$ cat config.mk
export PLATFORM = sky130hd
export DESIGN_NAME = bprot_seq
export DESIGN_NICKNAME = d
export VERILOG_FILES = /design/src/rtl/bprot_pkg.sv /design/src/rtl/bprot_req_bank.sv /design/src/rtl/bprot_ack_chk.sv /design/src/rtl/bprot_wait_tmr.sv /design/src/rtl/bprot_seq.sv
export SDC_FILE = /design/constraint.sdc
export NUM_CORES = 1
export LEC_CHECK = 0
export BUFFER_PORTS_ARGS = -buffer_cell sky130_fd_sc_hd__clkbuf_2
export CORE_ASPECT_RATIO = 0.75
export CORE_MARGIN = 3
export CORE_UTILIZATION = 30
export DETAILED_ROUTE_END_ITERATION = 10
export PLACE_DENSITY_LB_ADDON = 0.05
export SLEW_MARGIN = 20
export SYNTH_ARGS = -nofsm -noshare
export SYNTH_HDL_FRONTEND = slang
export SYNTH_SLANG_ARGS = --single-unit
$ cat constraint.sdc
create_clock -name clk -period 8 [get_ports clk]
set_clock_uncertainty 0.05 [all_clocks]
set_input_delay 0.4 -clock clk [delete_from_list [all_inputs] [get_ports clk]]
set_output_delay 0.4 -clock clk [all_outputs]
set_load 0.005 [all_outputs]
$ cat src/rtl/bprot_pkg.sv
package bprot_pkg;

    typedef enum logic [2:0] {
        S_IDLE,
        S_PICK,
        S_DRIVE,
        S_WAIT,
        S_DONE,
        S_FAIL
    } bp_state_e;

    typedef enum logic {
        DIR_ENG,
        DIR_REL
    } bp_dir_e;

endpackage

$ cat src/rtl/bprot_req_bank.sv
// Held request fields, one register per stage; a write touches only the addressed field.
module bprot_req_bank #(
    parameter int N_STG = 4,
    parameter int MW    = 8,
    localparam int IDX_W = (N_STG > 1) ? $clog2(N_STG) : 1
) (
    input  logic                  clk,
    input  logic                  rst_n,
    input  logic                  wr_en,
    input  logic [IDX_W-1:0]      wr_idx,
    input  logic                  wr_set,
    input  logic [MW-1:0]         wr_mask,
    output logic [N_STG*MW-1:0]   req_o
);

    for (genvar k = 0; k < N_STG; k++) begin : g_stage
        logic [MW-1:0] fld_q;

        always_ff @(posedge clk or negedge rst_n) begin
            if (!rst_n) begin
                fld_q <= '0;
            end else if (wr_en && (wr_idx == IDX_W'(k))) begin
                if (wr_set) begin
                    fld_q <= fld_q | wr_mask;
                end else begin
                    fld_q <= fld_q & ~wr_mask;
                end
            end
        end

        assign req_o[k*MW +: MW] = fld_q;
    end

endmodule

$ cat src/rtl/bprot_ack_chk.sv
// Decides whether the selected status source answers the pending operation.
module bprot_ack_chk #(
    parameter int MW = 8
) (
    input  logic [MW-1:0] sta_i,
    input  logic [MW-1:0] alt_sta_i,
    input  logic [MW-1:0] sta_mask_i,
    input  logic          use_alt_i,
    input  logic          want_set_i,
    output logic          match_o
);

    logic [MW-1:0] src;
    logic [MW-1:0] target;

    always_comb begin
        src     = use_alt_i ? alt_sta_i : sta_i;
        // Alternate source reads all ones for both directions.
        target  = (want_set_i || use_alt_i) ? sta_mask_i : '0;
        match_o = ((src & sta_mask_i) == target);
    end

endmodule

$ cat src/rtl/bprot_wait_tmr.sv
// Counts cycles spent waiting for status; flags the last allowed cycle.
module bprot_wait_tmr #(
    parameter int TMO_CYC = 250000000,
    localparam int TW = $clog2(TMO_CYC + 1)
) (
    input  logic clk,
    input  logic rst_n,
    input  logic clr_i,
    input  logic run_i,
    output logic expired_o
);

    localparam logic [TW-1:0] LAST = TW'(TMO_CYC - 1);

    logic [TW-1:0] cnt_q;

    always_ff @(posedge clk or negedge rst_n) begin
        if (!rst_n) begin
            cnt_q <= '0;
        end else if (clr_i) begin
            cnt_q <= '0;
        end else if (run_i && (cnt_q != LAST)) begin
            cnt_q <= cnt_q + 1'b1;
        end
    end

    assign expired_o = run_i && (cnt_q == LAST);

    // the wait counter never passes its budget
    a_r8_cnt_bound: assert property (@(posedge clk) disable iff (!rst_n)
        cnt_q <= LAST);

endmodule

$ cat src/rtl/bprot_seq.sv
module bprot_seq
    import bprot_pkg::*;
#(
    parameter int N_STG   = 4,
    parameter int MW      = 8,
    parameter int TMO_CYC = 250000000,
    localparam int IDX_W  = (N_STG > 1) ? $clog2(N_STG) : 1
) (
    input  logic                  clk,
    input  logic                  rst_n,
    input  logic                  engage_i,
    input  logic                  release_i,
    input  logic [N_STG*MW-1:0]   cfg_set_mask_i,
    input  logic [N_STG*MW-1:0]   cfg_sta_mask_i,
    input  logic [N_STG-1:0]      cfg_inv_i,
    input  logic [N_STG-1:0]      cfg_noack_i,
    input  logic [N_STG-1:0]      cfg_alt_i,
    input  logic [N_STG*MW-1:0]   sta_i,
    input  logic [N_STG*MW-1:0]   alt_sta_i,
    output logic [N_STG*MW-1:0]   prot_req_o,
    output logic                  busy_o,
    output logic                  done_o,
    output logic                  err_o,
    output logic [IDX_W-1:0]      fail_stage_o
);

    localparam logic [IDX_W-1:0] LAST_IDX = IDX_W'(N_STG - 1);

    bp_state_e        st_q, st_d;
    bp_dir_e          dir_q, dir_d;
    logic [IDX_W-1:0] idx_q, idx_d;
    logic             set_q, set_d;
    logic [IDX_W-1:0] fail_q;

    logic [MW-1:0]    cur_mask, cur_sta_mask, cur_sta, cur_alt_sta;
    logic             cur_inv, cur_noack, cur_alt;
    logic             op_set_now, last_stg, match, expired;
    logic [IDX_W-1:0] step_idx;

    // Current stage view
    always_comb begin
        cur_mask     = cfg_set_mask_i[idx_q*MW +: MW];
        cur_sta_mask = cfg_sta_mask_i[idx_q*MW +: MW];
        cur_sta      = sta_i[idx_q*MW +: MW];
        cur_alt_sta  = alt_sta_i[idx_q*MW +: MW];
        cur_inv      = cfg_inv_i[idx_q];
        cur_noack    = cfg_noack_i[idx_q];
        cur_alt      = cfg_alt_i[idx_q];
        op_set_now   = (dir_q == DIR_ENG) ^ cur_inv;
        last_stg     = (dir_q == DIR_ENG) ? (idx_q == LAST_IDX) : (idx_q == '0);
        step_idx     = (dir_q == DIR_ENG) ? idx_q + 1'b1 : idx_q - 1'b1;
    end

    bprot_req_bank #(.N_STG(N_STG), .MW(MW)) u_bank (
        .clk     (clk),
        .rst_n   (rst_n),
        .wr_en   (st_q == S_DRIVE),
        .wr_idx  (idx_q),
        .wr_set  (op_set_now),
        .wr_mask (cur_mask),
        .req_o   (prot_req_o)
    );

    bprot_ack_chk #(.MW(MW)) u_ack (
        .sta_i      (cur_sta),
        .alt_sta_i  (cur_alt_sta),
        .sta_mask_i (cur_sta_mask),
        .use_alt_i  (cur_alt),
        .want_set_i (set_q),
        .match_o    (match)
    );

    bprot_wait_tmr #(.TMO_CYC(TMO_CYC)) u_tmr (
        .clk       (clk),
        .rst_n     (rst_n),
        .clr_i     (st_q == S_DRIVE),
        .run_i     (st_q == S_WAIT),
        .expired_o (expired)
    );

    // Next-state logic
    always_comb begin
        st_d  = st_q;
        dir_d = dir_q;
        idx_d = idx_q;
        set_d = set_q;
        unique case (st_q)
            S_IDLE: begin
                if (engage_i) begin
                    dir_d = DIR_ENG;
                    idx_d = '0;
                    st_d  = S_PICK;
                end else if (release_i) begin
                    dir_d = DIR_REL;
                    idx_d = LAST_IDX;
                    st_d  = S_PICK;
                end
            end
            S_PICK: begin
                if (cur_mask == '0) begin
                    if (dir_q == DIR_ENG || idx_q == '0) begin
                        st_d = S_DONE;
                    end else begin
                        idx_d = idx_q - 1'b1;
                    end
                end else begin
                    st_d = S_DRIVE;
                end
            end
            S_DRIVE: begin
                set_d = op_set_now;
                if (!op_set_now && cur_noack) begin
                    if (last_stg) begin
                        st_d = S_DONE;
                    end else begin
                        idx_d = step_idx;
                        st_d  = S_PICK;
                    end
                end else begin
                    st_d = S_WAIT;
                end
            end
            S_WAIT: begin
                if (match) begin
                    if (last_stg) begin
                        st_d = S_DONE;
                    end else begin
                        idx_d = step_idx;
                        st_d  = S_PICK;
                    end
                end else if (expired) begin
                    st_d = S_FAIL;
                end
            end
            S_DONE:  st_d = S_IDLE;
            S_FAIL:  st_d = S_IDLE;
            default: st_d = S_IDLE;
        endcase
    end

    // State register
    always_ff @(posedge clk or negedge rst_n) begin
        if (!rst_n) begin
            st_q   <= S_IDLE;
            dir_q  <= DIR_ENG;
            idx_q  <= '0;
            set_q  <= 1'b0;
            fail_q <= '0;
        end else begin
            st_q  <= st_d;
            dir_q <= dir_d;
            idx_q <= idx_d;
            set_q <= set_d;
            if (st_q == S_WAIT && !match && expired) begin
                fail_q <= idx_q;
            end
        end
    end

    // Outputs
    always_comb begin
        busy_o       = (st_q != S_IDLE);
        done_o       = (st_q == S_DONE);
        err_o        = (st_q == S_FAIL);
        fail_stage_o = fail_q;
    end

    // completion and abort never coincide
    a_r11_excl: assert property (@(posedge clk) disable iff (!rst_n)
        !(done_o && err_o));

    // one-cycle done pulse, then idle
    a_r11_done_pulse: assert property (@(posedge clk) disable iff (!rst_n)
        done_o |=> (!done_o && !busy_o));

    // request bits hold while idle
    a_r9_idle_hold: assert property (@(posedge clk) disable iff (!rst_n)
        (st_q == S_IDLE) |=> $stable(prot_req_o));

    // engage ends at a zero-mask stage
    a_r2_stop_zero: assert property (@(posedge clk) disable iff (!rst_n)
        (st_q == S_PICK && dir_q == DIR_ENG && cur_mask == '0) |=> (st_q == S_DONE));

    // acknowledge-free clear never enters the wait
    a_r7_no_wait: assert property (@(posedge clk) disable iff (!rst_n)
        (st_q == S_DRIVE && !op_set_now && cur_noack) |=> (st_q != S_WAIT));

endmodule

# Word-level counts from Yosys, hierarchy flattened
# Index checks and enable logic that the tools add are counted.
# totals
regBits,69
latch_bits,0
mem_bits_rw,0
romBits,0
in_bits,144
out_inout_bits,37
wordCells,106
n_memories,0
# op_classes
n_addsub,3
multipliers,0
n_div,0
magnitude_cmp,1
n_eq_ne,18
shift,4
mux,35
bitwise_logic,12
n_reduce_logical,23
# ops
operator,n
$shiftx 32x6->8,4
$mux 28,2
$mux 8,6
$and 8x8->8,5
$or 8x8->8,4
$add 28x1->28 const B,1
$eq 28x28->1 const B,1
$ne 28x28->1 const B,1
$mux 3,8
$mux 2,8
$pmux 3 s4,1
$logic_and 1x1->1,9
$ne 3x3->1 const B,3
$eq 8x8->1,1
$logic_not 8->1,1
$ne 2x2->1 const B,4
$not 8->8,1
$pmux 2 s4,1
$bmux 1 s2,3
$eq 3x2->1 const B,2
$eq 3x3->1 const B,2
$mux 1,6
$reduce_and 6->1,1
$eq 2x2->1 const B,2
16 further kinds,19

# Depth between registers and ports, before layout
# Gate-level depths: netlist of the first run.
# depth
word_depth,8
ltp_mapped,10

# By module
# A second synthesis of the first run with hierarchy kept.
# unflattened
cells_unflattened,420
area_unflattened_um2,4739.5
# modules_own_cells
module,n_inst,cells_per_inst,area_each_um2
bprot_req_bank,1,108,1540.2
bprot_wait_tmr,1,166,1526.5
bprot_seq,1,116,1468.9
bprot_ack_chk,1,30,203.9

# Worst setup path before layout of the first run
# OpenSTA, ideal clock, no wires.
# synth_path
path_type,register to register
startpoint,register idx_q[0]
endpoint,register idx_q[1]
arrival_ps,2330
required_ps,7825
path_slack_ps,5495
stages_incl_launch_ff,11
synth_period_minus_slack_ps,2505
path_cell_list,dfrtp_1 > buf_6 > buf_8 > buf_6 > mux4_2 > nor4_2 > nand2_1 > nand2_1 > o211a_1 > o21ai_2 > mux2_4
# synth_via
elab_chain_cells,7
# synth_lines
item,line,rtl
"start, declared",bprot_seq.sv:31,"logic [IDX_W-1:0] idx_q, idx_d;"
"start signal, assigned",bprot_seq.sv:152,idx_q <= idx_d;
"parallel branches: the longest is 7 deep, another holds $shiftx 32x6->8",-,
# Several ways; the timed one is not identified. The select of a mux whose other input is x is not followed.
# A chain may end at the register's enable or synchronous reset.

# Final worst setup path of the first run
# layout_path
startpoint,register idx_q[0]
endpoint,"register fail_q[0], in the netlist fail_stage_o[0]"
# layout_via
elab_chain_cells,8
# layout_lines
item,line,rtl
"parallel branches: the longest is 8 deep, another holds $shiftx 32x6->8",-,
"end signal, assigned",bprot_seq.sv:155,fail_q <= idx_q;
"end, declared",bprot_seq.sv:33,logic [IDX_W-1:0] fail_q;
# Several ways; the timed one is not identified. The select of a mux whose other input is x is not followed.

==> impl_results.md, run 1 <==
- Met2 wire length: 6710 microns
- DR vias: 4058
- RSZ-0062 raised after global routing: no
- Hold Crit Class: in2reg
- Post-synthesis sequential area ratio: 37.5%
- DRT antenna net count: 0
- Placer Congestion: 0.841
- Cell Int Power: 1.12 mW
- Row cnt: 38
- CTS Buf Count: 9
- Final WS setup: 4750 ps
- Yosys top cell area share: 37.5%
- Main synth FF type: dfrtp_1
- Dpl ws: 4670 ps
- Sequential cell area: 1730 sq um
- Setup crit end: fail_stage_o[0]
- Reg2reg setup slack: 4750 ps
- Layout fillers: 1501
- PortBufs: 180
- CTS Buffer Depth: 2
- Worst path required time: 8170 ps
- Worst R2R Start: idx_q[0]
- Syn avg cell area: 10.6 sq um
- P_leak: 2.86 nW
- Grt total ovfl: 0
- Reg2Reg Depth: 7
- Initial DRC Count: 192
- Hold Buf Count CTS: 0
- Via density: 4.99
- CP Launch Type: register
- Die Y: 113 microns
- Cts repair resizes: 0
- Number of global-route vias before repair: 4290
- Max Clk Rate: 0.308 GHz
- Metal3 WL: 771 microns
- Share of layout cells above drive strength 1: 44.7%
- Pwr Density: 307 nW/um^2
- Clock Sinks: 69
- Minimum clock period: 3250 ps
- Clock-pin slew on the worst setup and hold paths: 60 ps
- WL per Instance: 18.6 microns
- Biggest area consumer among synthesized cells: dfrtp_1
- Post-CTS repair timing setup buffer count: 0
- Slew HR: 39.5%
- Yosys cell types: 56
- Core area: 14700 sq um
- Synth cell count leaders: 69 x dfrtp_1, 61 x nand2_1, 35 x mux2_2, 31 x mux2i_1, 31 x nor2_1
- Reg power frac: 31.8%
- Area growth syn-to-layout: 29.5%
- WL met1: 7540 microns
- Top-count cell post-synth: dfrtp_1
- Worst-Margin Slew: 908 ps
- CTS H-tree lvls: 3
- DR DRC count: 0
- Final hold vios: 0
- Worst setup EP type: register
- Flop and latch count out of synthesis: 69
- Worst Path Arrival: 3420 ps
- Setup TNS: 0 ps
- Gate power share: 46.7%
- Max Transition Viols Final: 0
- Syn. warnings: 0
- Clk_lat worst skew: 330 ps
- Starting Density: 31.2%
- Critical path startpoint: idx_q[0]
- Post-synth EDFFs: 0
- Leading post-synthesis cells by cell area: dfrtp_1 37%, mux4_2 12%, mux2_2 8.6%, mux2i_1 6.7%, nand2_1 5.0%
- Total track usage: 18.5%
- Maxcap violations: 0
- First-pass GRT wire length: 24100 microns
- Post-Syn Instances: 436
- Layout Nets: 757
- # diodes: 0
- PnR Total Power: 1.83 mW
- CTS root buf: clkbuf_16
- Largest net degree at the start of global routing: 70
- HPWL Detailed: 12100 microns
- Io pins: 181
- Clock share of power: 21.4%
- DR pass1 iterations: 8
- Synth Cell Area: 4610 sq um
- Critical path class: reg2reg
- Multi-input gate area: 2720 sq um
- Post-Route WL: 15100 microns
- Critical path peak fanout: 27
- R2R Path End: fail_stage_o[0]
- Peak VDD IR: 0.182 mV
- Die ar.: 16900 sq um
- CTS tree: built
- Sw power: 714 uW
- Tcrit/Tclk final: 40.6%
- Die Wd: 149 microns
- Synthesized Nets: 585
- Final setup violation count: 0
- Highest Signal Layer: met4
- Ys async rst share: 100%
- Status: finished clean
- Sw Share: 39.0%
- Initial antenna violation count: 0
## power groups by stage
stage          Combinational, mW  Sequential [mW]  Clock (mW)
2_1_floorplan              0.654            0.508           0
3_3_place_gp               0.854            0.588           0
3_5_place_dp               0.865            0.592           0
4_1_cts                    0.868            0.586       0.404
5_1_grt                    0.961            0.605       0.417
6_report                   0.855            0.583       0.393
## how the worst min path moves through the flow
stage	cells past startpoint	from	endpoint	slack (ps)
floorplan	0	rst_n	asynchronous set/reset pin	50
detailed placement	1	register	register	440
CTS	2	engage_i	dir_q	220
finish	2	engage_i	dir_q	230
global placement	1	register	register	440
global route	2	engage_i	dir_q	250
## routing by layer
metal | vias to the layer above | GRT usage [%]
li1 | 1938 | -
met1 | 2004 | 27.3
met2 | 106 | 28.2
met3 | 10 | 4.32
met4 | 0 | 2.99
met5 | - | 0
## per-stage QoR
| step | hold WS, ps | cells | utilization (%) | instance area, sq um |
|---|---|---|---|---|
| 6_report | 228 | 813 | 40.5 | 5960 |
| 5_1_grt | 250 | 813 | 40.5 | 5960 |
| 3_5_place_dp | 443 | 797 | 38.5 | 5670 |
| 2_1_floorplan | 54.4 | 436 | - | 4610 |
| 4_1_cts | 218 | 813 | 40.5 | 5960 |
| 3_3_place_gp | 440 | 797 | 38.5 | 5670 |
## kinds of logic after synthesis
logic type,share of synthesized area [%]
AND/OR/NAND/NOR,17.7
multiplexers,28.9
flip-flops,37.5
AO/OA/AOI/OAI,6.76
buffers and inverters,3.80
XOR/XNOR,3.99
adder cells (fa/ha/maj),1.36
## placed cells by master, fill, tap and decap left out, types with 2 or more instances in the layout
| master | n |
|---|---|
| a21oi_1 | 15 |
| inv_1 | 7 |
| nand4_1 | 9 |
| clkbuf_16 | 9 |
| a221oi_1 | 2 |
| clkbuf_2 | 179 |
| nand2_1 | 61 |
| mux2_2 | 35 |
| mux2i_1 | 31 |
| or4_1 | 2 |
| nand2b_1 | 6 |
| and2_1 | 6 |
| and3_1 | 5 |
| nor2_1 | 31 |
| o21ai_1 | 2 |
| dfrtp_1 | 68 |
| nor3_1 | 6 |
| a21boi_0 | 2 |
| nor2b_1 | 3 |
| ha_1 | 5 |
| o22ai_1 | 3 |
| clkinv_2 | 5 |
| mux2_1 | 2 |
| o21ai_0 | 13 |
| xor2_1 | 14 |
| nor4_1 | 3 |
| nor4_2 | 2 |
| mux4_2 | 25 |
| or3_1 | 9 |
| buf_4 | 5 |
| o211a_1 | 2 |
| nand3_1 | 10 |
| a22oi_1 | 3 |
| xnor2_1 | 6 |
| nor3_2 | 2 |
## cell type report
| class | count | area share, % |
|---|---|---|
| well taps | 200 | 4.20 |
| clock buffers | 11 | 4.07 |
| clock inverters | 5 | 0.839 |
| repair buffers | 185 | 15.7 |
| multi-input cells | 333 | 45.5 |
| flip-flops and latches | 69 | 29.0 |
| inverters | 10 | 0.650 |
## worst max-delay path, cell delays in order, from the launching register on
cell and delay [ps]:
dfrtp_2 900, clkinv_2 430, mux4_2 470, o22ai_1 100
or4b_4 570, a21boi_4 210, nor3_2 80, mux2_1 310
(Power assumes the default switching activity.)
==> inputs of run 2 (changes only) <==
==> constraint.sdc (replaced) <==
create_clock -name clk -period 2.7 [get_ports clk]
set_clock_uncertainty 0.05 [all_clocks]
set_input_delay 0.135 -clock clk [delete_from_list [all_inputs] [get_ports clk]]
set_output_delay 0.135 -clock clk [all_outputs]
set_load 0.005 [all_outputs]
==> impl_results.md, run 2 (same netlist as run 1, synthesis figures left out) <==
- Peak VDD IR: 0.369 mV (was 0.182 mV)
- Die ar.: 16900 sq um (unchanged)
- Minimum clock period: 2660 ps (was 3250 ps)
- Critical path startpoint: idx_q[0] (unchanged)
- Initial DRC Count: 292 (was 192)
- Sequential cell area: 1730 sq um (unchanged)
- Max Transition Viols Final: 0 (unchanged)
- Total track usage: 18.4% (was 18.5%)
- DR DRC count: 0 (unchanged)
- Worst Path Arrival: 2830 ps (was 3420 ps)
- Critical path peak fanout: 6 (was 27)
- PortBufs: 180 (unchanged)
- HPWL Detailed: 12300 microns (was 12100 microns)
- Max Clk Rate: 0.375 GHz (was 0.308 GHz)
- Hold Crit Class: in2reg (unchanged)
- CTS root buf: clkbuf_16 (unchanged)
- Area growth syn-to-layout: 35.8% (was 29.5%)
- Final hold vios: 0 (unchanged)
- Hold Path Stages: 3 (was 2)
- P_leak: 3.00 nW (was 2.86 nW)
- DR vias: 4179 (was 4058)
- CTS tree: built (unchanged)
- Worst-Margin Slew: 750 ps (was 908 ps)
- Post-Route WL: 15200 microns (was 15100 microns)
- Largest net degree at the start of global routing: 42 (was 70)
- Layout Nets: 781 (was 757)
- DRT antenna net count: 0 (unchanged)
- Maxcap violations: 0 (unchanged)
- Clk_lat worst skew: 330 ps (about the same)
- CTS H-tree lvls: 3 (unchanged)
- R2R Path End: idx_q[1] (was fail_stage_o[0])
- WL per Instance: 18.2 microns (was 18.6 microns)
- Io pins: 181 (unchanged)
- Most common cell after layout, fill and taps aside: clkbuf_2 (unchanged)
- Share of layout cells above drive strength 1: 48.0% (was 44.7%)
- CTS Buf Count: 9 (unchanged)
- CTS Buffer Depth: 2 (unchanged)
- Most frequent cells in the layout: 179 x clkbuf_2, 68 x dfrtp_1, 60 x nand2_1 (was 179 x clkbuf_2, 68 x dfrtp_1, 61 x nand2_1)
- RSZ-0062 raised after global routing: yes (was no)
- Multi-input gate area: 2750 sq um (was 2720 sq um)
- PnR Total Power: 5.86 mW (was 1.83 mW)
- Clock-pin slew on the worst setup and hold paths: 60 ps (about the same)
- Final setup violation count: 0 (unchanged)
- DR pass1 iterations: 5 (was 8)
- Slowest stage delay, CP: 550 ps (was 900 ps)
- Worst setup EP type: register (unchanged)
- Slew HR: 50.0% (was 39.5%)
- Endpoint, Worst Hold: dir_q (unchanged)
- Die Y: 113 microns (unchanged)
- Layout fillers: 1472 (was 1501)
- Die Wd: 149 microns (unchanged)
- Hold WS: 45.4 ps (was 228 ps)
- Worst path required time: 2860 ps (was 8170 ps)
- Placer Congestion: 0.899 (was 0.841)
- CP cell instances: buf_12 > mux4_2 > inv_2 > o22ai_2 > or4b_4 > a21boi_4 > o21ai_2 > mux2_4 (was clkinv_2 > mux4_2 > o22ai_1 > or4b_4 > a21boi_4 > nor3_2 > mux2_1)
- Pwr Density: 937 nW/um^2 (was 307 nW/um^2)
- Number of global-route vias before repair: 4266 (was 4290)
- Grt total ovfl: 0 (unchanged)
- CP Launch Type: register (unchanged)
- Hold Startpoint: release_i (was engage_i)
- Reg2reg setup slack: 40 ps (was 4750 ps)
- Initial antenna violation count: 0 (unchanged)
- Worst R2R Start: idx_q[0] (unchanged)
- Tcrit/Tclk final: 98.7% (was 40.6%)
- Row cnt: 38 (unchanged)
- # diodes: 0 (unchanged)
- Slowest-stage cell, CP: or4b_4 (was dfrtp_2)
- First-pass GRT wire length: 24200 microns (was 24100 microns)
- Starting Density: 31.2% (unchanged)
- Clock Sinks: 69 (unchanged)
- Status: finished clean (unchanged)
- Critical path class: reg2reg (unchanged)
- Via density: 4.99 (about the same)
- Reg2Reg Depth: 8 (was 7)
- Core area: 14700 sq um (unchanged)
run 2: repair_timing:
action	4_1_cts	5_1_grt
gates resized for setup	0	11
hold endpoints to repair	29	0
setup endpoints to repair	0	6
hold buffers	2	0
buffers inserted	0	4
run 2: routing by layer:
layer / up-vias / part of all wire (%) / track usage, %
met3: 9 / 5.1 / 3.68
met4: 0 / 0.82 / 2.87
met2: 131 / 45 / 27.9
met5: - / 0 / 0
li1: 1984 / - / -
met1: 2055 / 49 / 27.7
run 2: power breakdown:
group          switching [mW]  internal (mW)
Combinational            1.53           1.50
Clock                   0.447          0.831
Sequential              0.228           1.32
run 2: worst max-delay path by stage:
stage,cells past startpoint,to
5_1_grt,8,idx_q[1]
4_1_cts,7,fail_stage_o[0]
3_3_place_gp,7,fail_stage_o[1]
2_1_floorplan,10,idx_q[1]
3_5_place_dp,7,fail_stage_o[1]
6_report,8,idx_q[1]
run 2: critical path, delay by kind of cell, from the launching register on:
family | cells | cell delay, ps
muxes | 2 | 820
and+or+nand+nor | 1 | 550
AOI/OAI and AO/OA | 3 | 410
DFF | 1 | 490
buffers and inverters | 2 | 220
run 2: cell type report:
class,count,area share [%]
timing repair buffer,209,18.6
sequential,69,27.6
clock inverter,6,1.38
inverter,10,0.620
clock buffer,10,3.82
multi-input combinational,333,43.9
tap,200,4.00
run 2: per-stage QoR:
step,cells,setup WS [ps],cell area (sq um),util (%),setup TNS (ps)
2_1_floorplan,436,195,4610,-,0
3_3_place_gp,815,87.5,5840,39.7,0
3_5_place_dp,815,65.6,5840,39.7,0
4_1_cts,833,36.1,6190,42.0,0
5_1_grt,837,-66.8,6260,42.4,-157
6_report,837,35.1,6260,42.4,0
